$ cat config.mk
export PLATFORM = sky130hd
export DESIGN_NAME = pixel_hit_recorder
export DESIGN_NICKNAME = d
export VERILOG_FILES = /design/src/rtl/hitrec_pkg.sv /design/src/rtl/hitrec_prio.sv /design/src/rtl/hitrec_mask.sv /design/src/rtl/hitrec_store.sv /design/src/rtl/pixel_hit_recorder.sv
export SDC_FILE = /design/constraint.sdc
export NUM_CORES = 1
export LEC_CHECK = 0
export BUFFER_PORTS_ARGS = -buffer_cell sky130_fd_sc_hd__clkbuf_2
export CORE_MARGIN = 4
export CORE_UTILIZATION = 50
export DETAILED_ROUTE_END_ITERATION = 8
export MAX_ROUTING_LAYER = met4
export PLACE_DENSITY = 0.66
export SLEW_MARGIN = 30
export SYNTH_ARGS = -nofsm -noshare
export SYNTH_HDL_FRONTEND = slang
export SYNTH_SLANG_ARGS = --single-unit
$ cat constraint.sdc
create_clock -name clk_i -period 3.81 [get_ports clk_i]
set_input_delay 0.381 -clock clk_i [delete_from_list [all_inputs] [get_ports clk_i]]
set_output_delay 0.381 -clock clk_i [all_outputs]
set_load 0.02 [all_outputs]
$ cat src/rtl/hitrec_pkg.sv
package hitrec_pkg;
  parameter int PIX_W = 6;
  parameter int TS_W  = 13;

  typedef struct packed {
    logic [PIX_W-1:0] pix;
    logic [TS_W-1:0]  ts;
  } hit_rec_t;
endpackage

$ cat src/rtl/hitrec_prio.sv
module hitrec_prio
  import hitrec_pkg::*;
#(
  parameter int NUM_PIX = 36
) (
  input  logic [NUM_PIX-1:0] req_i,
  output logic [PIX_W-1:0]   idx_o,
  output logic               valid_o
);
  // scan high to low so the lowest set bit wins
  always_comb begin
    idx_o = '0;
    for (int i = NUM_PIX - 1; i >= 0; i--) begin
      if (req_i[i]) idx_o = PIX_W'(i);
    end
  end

  assign valid_o = |req_i;
endmodule

$ cat src/rtl/hitrec_mask.sv
module hitrec_mask #(
  parameter int NUM_PIX = 36
) (
  input  logic               clk_i,
  input  logic               rst_ni,
  input  logic               shift_i,
  input  logic               bit_i,
  output logic [NUM_PIX-1:0] mask_o
);
  always_ff @(posedge clk_i or negedge rst_ni) begin
    if (!rst_ni)      mask_o <= '0;
    else if (shift_i) mask_o <= {bit_i, mask_o[NUM_PIX-1:1]};
  end
endmodule

$ cat src/rtl/hitrec_store.sv
module hitrec_store
  import hitrec_pkg::*;
#(
  parameter int DEPTH = 64,
  localparam int AW = $clog2(DEPTH),
  localparam int CW = $clog2(DEPTH + 1)
) (
  input  logic     clk_i,
  input  logic     rst_ni,
  input  logic     wr_i,
  input  hit_rec_t wr_rec_i,
  input  logic     clr_i,
  input  logic [AW-1:0] rd_idx_i,
  output hit_rec_t rd_rec_o,
  output logic [CW-1:0] count_o,
  output logic     full_o
);
  hit_rec_t mem [DEPTH];

  always_ff @(posedge clk_i) begin
    if (wr_i && !clr_i) mem[count_o[AW-1:0]] <= wr_rec_i;
  end

  always_ff @(posedge clk_i or negedge rst_ni) begin
    if (!rst_ni)    count_o <= '0;
    else if (clr_i) count_o <= '0;
    else if (wr_i)  count_o <= count_o + 1'b1;
  end

  assign full_o   = (count_o == CW'(DEPTH));
  assign rd_rec_o = mem[rd_idx_i];

  p_no_write_full_r9: assert property (@(posedge clk_i) disable iff (!rst_ni)
    wr_i |-> (count_o < CW'(DEPTH)));
  p_clear_empties_r10: assert property (@(posedge clk_i) disable iff (!rst_ni)
    clr_i |=> (count_o == '0));
endmodule

$ cat src/rtl/pixel_hit_recorder.sv
module pixel_hit_recorder
  import hitrec_pkg::*;
#(
  parameter int NUM_PIX = 36,
  parameter int DEPTH   = 64
) (
  input  logic               clk_i,
  input  logic               rst_ni,
  input  logic               train_i,
  input  logic               bx_i,
  input  logic [NUM_PIX-1:0] hits_i,
  input  logic               mask_shift_i,
  input  logic               mask_bit_i,
  input  logic               rd_start_i,
  input  logic               rd_ready_i,
  output logic               rd_valid_o,
  output logic [PIX_W-1:0]   rd_pix_o,
  output logic [TS_W-1:0]    rd_ts_o,
  output logic               rd_busy_o,
  output logic               overflow_o
);
  localparam int AW = $clog2(DEPTH);
  localparam int CW = $clog2(DEPTH + 1);

  logic [NUM_PIX-1:0] mask, pend_q;
  logic [TS_W-1:0]    ts_q, stamp_q;
  logic [PIX_W-1:0]   scan_idx;
  logic               scan_vld, scan_busy, bx_load, mask_en;
  logic               rd_mode_q, ovf_q, start_acc, rd_empty, full, wr_en, clr;
  logic [CW-1:0]      rd_ptr_q, count;
  hit_rec_t           wr_rec, rd_rec;

  assign scan_busy = |pend_q;
  assign bx_load   = bx_i && train_i && !rd_mode_q;
  assign mask_en   = mask_shift_i && !train_i && !scan_busy;
  assign start_acc = rd_start_i && !train_i && !rd_mode_q && !scan_busy;

  hitrec_mask #(.NUM_PIX(NUM_PIX)) u_mask (
    .clk_i, .rst_ni, .shift_i(mask_en), .bit_i(mask_bit_i), .mask_o(mask)
  );

  hitrec_prio #(.NUM_PIX(NUM_PIX)) u_prio (
    .req_i(pend_q), .idx_o(scan_idx), .valid_o(scan_vld)
  );

  assign wr_en      = scan_vld && !full;
  assign wr_rec.pix = scan_idx;
  assign wr_rec.ts  = stamp_q;
  assign rd_empty   = (rd_ptr_q == count);
  assign clr        = rd_mode_q && rd_empty;

  hitrec_store #(.DEPTH(DEPTH)) u_store (
    .clk_i, .rst_ni, .wr_i(wr_en), .wr_rec_i(wr_rec), .clr_i(clr),
    .rd_idx_i(rd_ptr_q[AW-1:0]), .rd_rec_o(rd_rec), .count_o(count), .full_o(full)
  );

  // crossing counter: holds 0 outside a train
  always_ff @(posedge clk_i or negedge rst_ni) begin
    if (!rst_ni)       ts_q <= '0;
    else if (!train_i) ts_q <= '0;
    else if (bx_load)  ts_q <= ts_q + 1'b1;
  end

  always_ff @(posedge clk_i or negedge rst_ni) begin
    if (!rst_ni) begin
      pend_q  <= '0;
      stamp_q <= '0;
    end else if (bx_load) begin
      pend_q  <= hits_i & ~mask;
      stamp_q <= ts_q;
    end else if (scan_vld) begin
      pend_q  <= pend_q & ~(NUM_PIX'(1) << scan_idx);
    end
  end

  always_ff @(posedge clk_i or negedge rst_ni) begin
    if (!rst_ni)                ovf_q <= 1'b0;
    else if (start_acc)         ovf_q <= 1'b0;
    else if (scan_vld && full)  ovf_q <= 1'b1;
  end

  always_ff @(posedge clk_i or negedge rst_ni) begin
    if (!rst_ni) begin
      rd_mode_q <= 1'b0;
      rd_ptr_q  <= '0;
    end else if (start_acc) begin
      rd_mode_q <= 1'b1;
      rd_ptr_q  <= '0;
    end else if (rd_mode_q) begin
      if (rd_empty) begin
        rd_mode_q <= 1'b0;
        rd_ptr_q  <= '0;
      end else if (rd_ready_i) begin
        rd_ptr_q  <= rd_ptr_q + 1'b1;
      end
    end
  end

  assign rd_valid_o = rd_mode_q && !rd_empty;
  assign rd_pix_o   = rd_rec.pix;
  assign rd_ts_o    = rd_rec.ts;
  assign rd_busy_o  = rd_mode_q;
  assign overflow_o = ovf_q;

  p_masked_never_written_r3: assert property (@(posedge clk_i) disable iff (!rst_ni)
    wr_en |-> !mask[scan_idx]);
  p_pix_in_range_r4: assert property (@(posedge clk_i) disable iff (!rst_ni)
    wr_en |-> (scan_idx < PIX_W'(NUM_PIX)));
  p_ascending_r5: assert property (@(posedge clk_i) disable iff (!rst_ni)
    (wr_en && $past(wr_en) && !$past(bx_load)) |-> (scan_idx > $past(scan_idx)));
  p_mask_frozen_r6: assert property (@(posedge clk_i) disable iff (!rst_ni)
    train_i |=> $stable(mask));
  p_no_start_in_train_r7: assert property (@(posedge clk_i) disable iff (!rst_ni)
    $rose(rd_busy_o) |-> !$past(train_i));
  p_stall_holds_r8: assert property (@(posedge clk_i) disable iff (!rst_ni)
    (rd_valid_o && !rd_ready_i) |=> (rd_valid_o && $stable(rd_pix_o) && $stable(rd_ts_o)));
  p_ovf_sticky_r9: assert property (@(posedge clk_i) disable iff (!rst_ni)
    (overflow_o && !rd_start_i) |=> overflow_o);
endmodule

== After elaboration in Yosys (flattened, before gate mapping) ==
Memory sizes are Yosys's and may differ from the RTL's.
Cells that the tools add are included.

* Memory bits (writable): 1216
* Memories kept: 1
* Word-level logic and storage cells: 98
* Register bits: 114
* Input port bits: 44
* Output and inout bits: 22

{| class="wikitable"
|+ Memory list
! memory !! words !! bits a word !! read ports !! clocked after memory_dff !! write ports !! line !! text
|-
| u_store.mem || 64 || 19 || 1 || 0 || 1 || hitrec_store.sv:18 || <nowiki>hit_rec_t mem [DEPTH];</nowiki>
|}

* Bitwise operators: 4
* Add/sub/neg operators: 3
* Shifts and indexed selects: 1
* Equality and inequality tests: 3
* Reductions and logical operators: 25
* Muxes and demuxes: 53

{| class="wikitable"
|+ Operators with widths
! kind !! number
|-
| $mux 6 || 36
|-
| $and 36x36->36 || 2
|-
| $mux 36 || 2
|-
| $not 36->36 || 2
|-
| $mux 7 || 6
|-
| $reduce_or 36->1 || 1
|-
| $shl 1x6->36 const A || 1
|-
| $mux 13 || 2
|-
| $add 7x1->7 const B || 2
|-
| $add 13x1->13 const B || 1
|-
| $logic_and 1x1->1 || 12
|-
| $reduce_bool 2->1 || 4
|-
| $eq 7x7->1 || 1
|-
| $eq 7x7->1 const B || 1
|-
| $mux 1 || 7
|-
| $logic_not 1->1 || 6
|-
| $reduce_bool 3->1 || 1
|-
| $ne 2x1->1 const B || 1
|-
| $reduce_and 2->1 || 1
|}

== Longest topological paths before layout ==
* Depth in word-level cells: 41
* Depth in mapped cells: 10
* Mapped depth without buffers: 9

== Modules after synthesis ==
From an unflattened synthesis, not the netlist that was laid out.

* Cell total of the unflattened synthesis: 2633
* Area total of the unflattened synthesis: 52640.5 µm²

{| class="wikitable"
|+ Modules (own cells, without submodules)
! module !! sequential area each (µm²) !! area each (µm²) !! times used !! cells an instance
|-
| hitrec_store || 36690.2 || 47156.5 || 1 || 2138
|-
| pixel_hit_recorder || 1776.7 || 3547.2 || 1 || 342
|-
| hitrec_mask || 900.9 || 1490.2 || 1 || 76
|-
| hitrec_prio || 0.0 || 446.7 || 1 || 77
|}

== Worst setup path after synthesis ==
No wires, ideal clock.

* Path kind: register -> register
* Start: reg pend_q[16]
* End: reg pend_q[32]
* Cell stages (with the launch flop): 8
* Clock period less this slack: 3421 ps
* Library setup time: 125 ps
* Data arrival time: 3296 ps
* Path buffers: 1
* Setup slack: 389 ps
* Data required time: 3685 ps
* Path through: dfrtp_1 -> or4_4 -> and4b_1 -> buf_6 -> nand2_1 -> nor2_1 -> nand2_1 -> o31a_1

* Word-level cells in the longest chain between the ends: 22
* Elaborated cells between the ends (all ways): 24
* Classes of those cells: 1 x shift; 19 x mux; 2 x bitwise; 2 x reduce/logical

{| class="wikitable"
|+ Ends and longest elaborated chain
! item !! line !! text
|-
| start: declaration || pixel_hit_recorder.sv:25 || <nowiki>logic [NUM_PIX-1:0] mask, pend_q;</nowiki>
|-
| start signal: assignment || pixel_hit_recorder.sv:69 || <nowiki>pend_q <= hits_i & ~mask;</nowiki>
|-
| start signal: assignment || pixel_hit_recorder.sv:72 || <nowiki>pend_q <= pend_q & ~(NUM_PIX'(1) << scan_idx);</nowiki>
|-
| $mux 6 (17 in series) || hitrec_prio.sv:14 || <nowiki>if (req_i[i]) idx_o = PIX_W'(i);</nowiki>
|-
| named net scan_idx[5] || pixel_hit_recorder.sv:27 || <nowiki>logic [PIX_W-1:0] scan_idx;</nowiki>
|-
| $shl 1x6->36 || pixel_hit_recorder.sv:72 ||
|-
| $not 36->36 || pixel_hit_recorder.sv:72 ||
|-
| $and 36x36->36 || pixel_hit_recorder.sv:72 ||
|-
| $mux 36 || pixel_hit_recorder.sv:71 || <nowiki>end else if (scan_vld) begin</nowiki>
|-
| $mux 36 || pixel_hit_recorder.sv:68 || <nowiki>end else if (bx_load) begin</nowiki>
|}

The timed path passes the listed nets, and every way through them passes these cells. The select of a mux whose other input is x is not followed.
A chain may end at the register's enable or synchronous reset.

== Final worst setup path ==
* Start: reg rd_ptr_q[0]
* End: out rd_ts_o[10]

* Word-level cells in the longest chain between the ends: 1

{| class="wikitable"
|+ Ends and longest elaborated chain
! item !! line !! text
|-
| start: declaration || pixel_hit_recorder.sv:30 || <nowiki>logic [CW-1:0] rd_ptr_q, count;</nowiki>
|-
| start signal: assignment || pixel_hit_recorder.sv:94 || <nowiki>rd_ptr_q <= rd_ptr_q + 1'b1;</nowiki>
|-
| $mem_v2 64x19 || n/a ||
|-
| end: declaration || pixel_hit_recorder.sv:18 || <nowiki>output logic [TS_W-1:0] rd_ts_o,</nowiki>
|}

Every way passes these cells.

==> results.yml <==
run_status:
  outcome: "finished clean"
power_and_ir_drop:
  power.density_mw_per_mm2: 719.5
  comb_power_share_pct: 28.2
  p_int_w: 0.03079
  clkPwrFrac_pct: 29.6
  ir_drop_v: 0.0005111
  seq_power_share_pct: 42.2
  p_sw_w: 0.01286
  p_leak_nw: 20.24
  swShare_pct: 29.47
yosys:
  async_flop_share_pct: 8.571
  netlist_area_mm2: 0.05213
  seq_area_frac_synth_pct: 75.52
  netlist_top_cells_area: "edfxtp_1 70%, mux4_2 16%, dfrtp_1 5.5%"
  synth_edf_count: 1216
  avgSynthCellArea_um2: 21.44
  synth_top_area_share_pct: 70.05
  syn_inst: 2431
  yosysWarnings: 0
  synth_top_cell_by_area: "edfxtp_1"
  synth_cell_types: 67
  ys_ff_latch: 1330
  synth_nets: 2479
  ys.flop_type: "edfxtp_1"
sta:
  period_share_pct: 99.97
  hold_violations: 0
  setup_viol: 0
  finClkSkew_ns: 0.02680
  slew_headroom_pct: 40.43
  timing.hold.ws_ns: 0.04532
  finalCriticalPeriod_ns: 3.809
  setup_slack_ns: 0.001032
  tightest_slew_ns: 0.8710
  drv_slew: 0
  rsz0062_at_grt: "yes"
  fmax_ghz: 0.2625
worst_setup_path:
  path_class: "flip-flop to output port"
  cp_slowest_stage_delay_ns: 0.51
  worstRegToRegCells: 10
  cp_data_arrival_time_ns: 3.43
  crit_path_end_kind: "output port"
  cp_slowest_cell: "mux4_2"
  worst-path-max-fanout: 12
  start_kind: "flip-flop"
  crit_chain: "buf_12 > buf_12 > buf_16 > buf_16 > mux4_2 > mux4_2 > a22oi_1 > nand2_1 > buf_2"
  crit_required_ns: 3.43
floorplan:
  initial_utilization_pct: 50.37
  core_mm2: 0.1035
  die_y_um: 330.9
  die-area_mm2: 0.1095
  num_io_pins: 66
  die_x_um: 330.9
  core.rowCount: 118
finish:
  syn2layout_area_growth_pct: 16.39
  layout-drive-gt1-share_pct: 35.09
  final_nets: 2749
  fill_cells: 7227
clocking:
  cts_tree: "done"
  cts.reportedPaths.clkPinSlew_ns: 0.06
  cts_sinks: 1330
  insertion_delay_ns: 0.73
  clockBufferDepth: 3
  cts_root_buf: "clkbuf_16"
  cts_buffers: 137
  htreeDepth: 4
place:
  pre_cts_slack_ns: 0.3582
  place.gp.congestion: 0.8785
  place_hpwl_um: 67250
  io_buffers: 65
detailed_routing:
  initialDrtViolationCount: 3129
  wirelength_um: 125600
  drc: 0
  via_per_inst: 6.188
  via_count: 25910
  ant_nets: 0
  wire_per_inst_um: 30.02
  dr.pass1.iters: 6
global_routing:
  antenna_found_initial: 2
  grt_max_degree: 85
  grt-ovfl-total: 0
  grt_pass1_wl_um: 181500
  grt_pass1_vias: 26250
  grt.total_usage_pct: 23.99
worst_hold_path:
  hold_depth: 3
  hp-class: "input port to flip-flop"
job:
  max-cap-violations: 0
path summary, 6_finish.rpt:
| check | startpoint | endpoint | slack, ns |
|---|---|---|---|
| hold reg to reg | u_mask.mask_o[0] | pend_q[0] | 0.44 |
| min in group asynchronous | rst_ni | u_mask.mask_o[6] | 0.26 |
| max in group asynchronous | rst_ni | stamp_q[7] | 2.56 |
| setup reg to reg | u_store.count_o[1] | u_store.mem[17][14] | 0.55 |
| setup / recovery | rd_ptr_q[0] | rd_ts_o[10] | 0.001 |
| hold / removal | rd_start_i | rd_ptr_q[6] | 0.05 |
critical path, delay by kind of cell, from the launching register on:
kind            cells  cell delay [ns]
flops               1             0.47
mux                 2             0.98
simple gates        1             0.15
buf+inv             5             0.86
compound gates      1             0.20
cells by family (layout without fill, tap and decap cells):
logic type	count (synthesis)	after routing	share of synthesized area (%)
flops	1330	1330	75.52
mux	418	418	17.33
simple gates	361	361	3.526
buf+inv	150	523	1.308
compound gates	149	149	1.903
xor+xnor	19	19	0.3192
fa+ha+maj	4	4	0.09601
other cells	0	2	0
per-stage QoR:
step	TNS [ns]	area, um2	cells	total power [W]	utilization [%]
floorplan	0	52130	2431	0.02558	-
global placement	0	54940	3863	0.02941	53.08
detailed placement	0	54960	3863	0.02968	53.10
CTS	-0.2271	60240	4155	0.04349	58.21
global route	-0.8329	60670	4185	0.04524	58.62
finish	0	60670	4186	0.04365	58.62
cell usage after synthesis (3+ instances only):
master / n
edfxtp_1: 1216
mux4_2: 380
dfrtp_1: 114
nand2_1: 107
nor2_1: 97
clkbuf_1: 57
buf_2: 44
a22oi_1: 38
o21ai_0: 38
a21oi_1: 24
mux2_2: 23
buf_1: 22
nand3_1: 21
nand3b_1: 21
nor3b_1: 20
nor3_1: 18
inv_1: 15
and2_1: 13
mux2_4: 13
xor2_1: 11
a31oi_1: 10
nor4_1: 10
xnor2_1: 8
nand4_1: 7
nor2b_1: 7
or3_1: 7
and3_1: 6
buf_6: 6
buf_4: 5
nand2b_1: 5
or2_2: 5
ha_1: 4
o311ai_0: 4
a21boi_0: 3
o211ai_1: 3
o221ai_1: 3
o31ai_1: 3
o32ai_1: 3
cell type report:
class / instances / area, um2 / area share, %
diodes: 2 / 5.005 / 0.008249
clock buffers: 181 / 3772 / 6.218
clock inverters: 61 / 549.3 / 0.9053
inverters: 16 / 60.06 / 0.09899
multi-input cells: 951 / 12430 / 20.48
flip-flops and latches: 1330 / 39430 / 64.99
well taps: 1380 / 1727 / 2.846
repair buffers: 265 / 2704 / 4.456
metal layers:
layer	share of wire, %	global-route usage, %	vias up	wire [um]
met5	0	-	-	0
met4	3.7	8.730	0	4672
met3	7.4	4.423	223	9290
met2	49	37.49	1153	62140
met1	39	32.13	13860	49540
li1	-	-	10670	-
registers in the layout, summed over array words and instances (netlist names):
| register | flops |
|---|---|
| u_store.mem | 1216 |
| pend_q | 36 |
| u_mask.mask_o | 36 |
| stamp_q | 13 |
| ts_q | 13 |
| rd_ptr_q | 7 |
| u_store.count_o | 7 |
| overflow_o | 1 |
| rd_busy_o | 1 |
power groups by stage:
stage | combinational, W | clock [W] | sequential, W
3_3_place_gp | 0.0108 | 0 | 0.0186
5_1_grt | 0.0130 | 0.0137 | 0.0185
2_1_floorplan | 0.00726 | 0 | 0.0183
6_report | 0.0123 | 0.0129 | 0.0184
4_1_cts | 0.0120 | 0.0131 | 0.0184
3_5_place_dp | 0.0109 | 0 | 0.0187
layout by cell type, fill, tap and decap left out, types with 21 or more instances in the layout:
cell and count:
a21oi_1 24, a22oi_2 26, buf_12 21, buf_4 127, clkbuf_1 34, clkbuf_16 149, clkbuf_2 53, clkinv_1 21
clkinv_2 24, dfrtp_1 97, dlygate4sd3_1 23, edfxtp_1 1216, mux2_2 23, mux4_2 380, nand2_1 102, nand3_1 21
nand3b_1 21, nor2_1 30, nor2_2 64, o21ai_0 37
what timing repair did:
item,in CTS,in global routing
hold endpoints to repair,82,0
setup endpoints to repair,19,18
pin swaps,11,14
buffers inserted,20,23
cloned,7,5
gates resized for setup,63,30
hold buffers,23,0
Power figures use the tool's default switching activity.
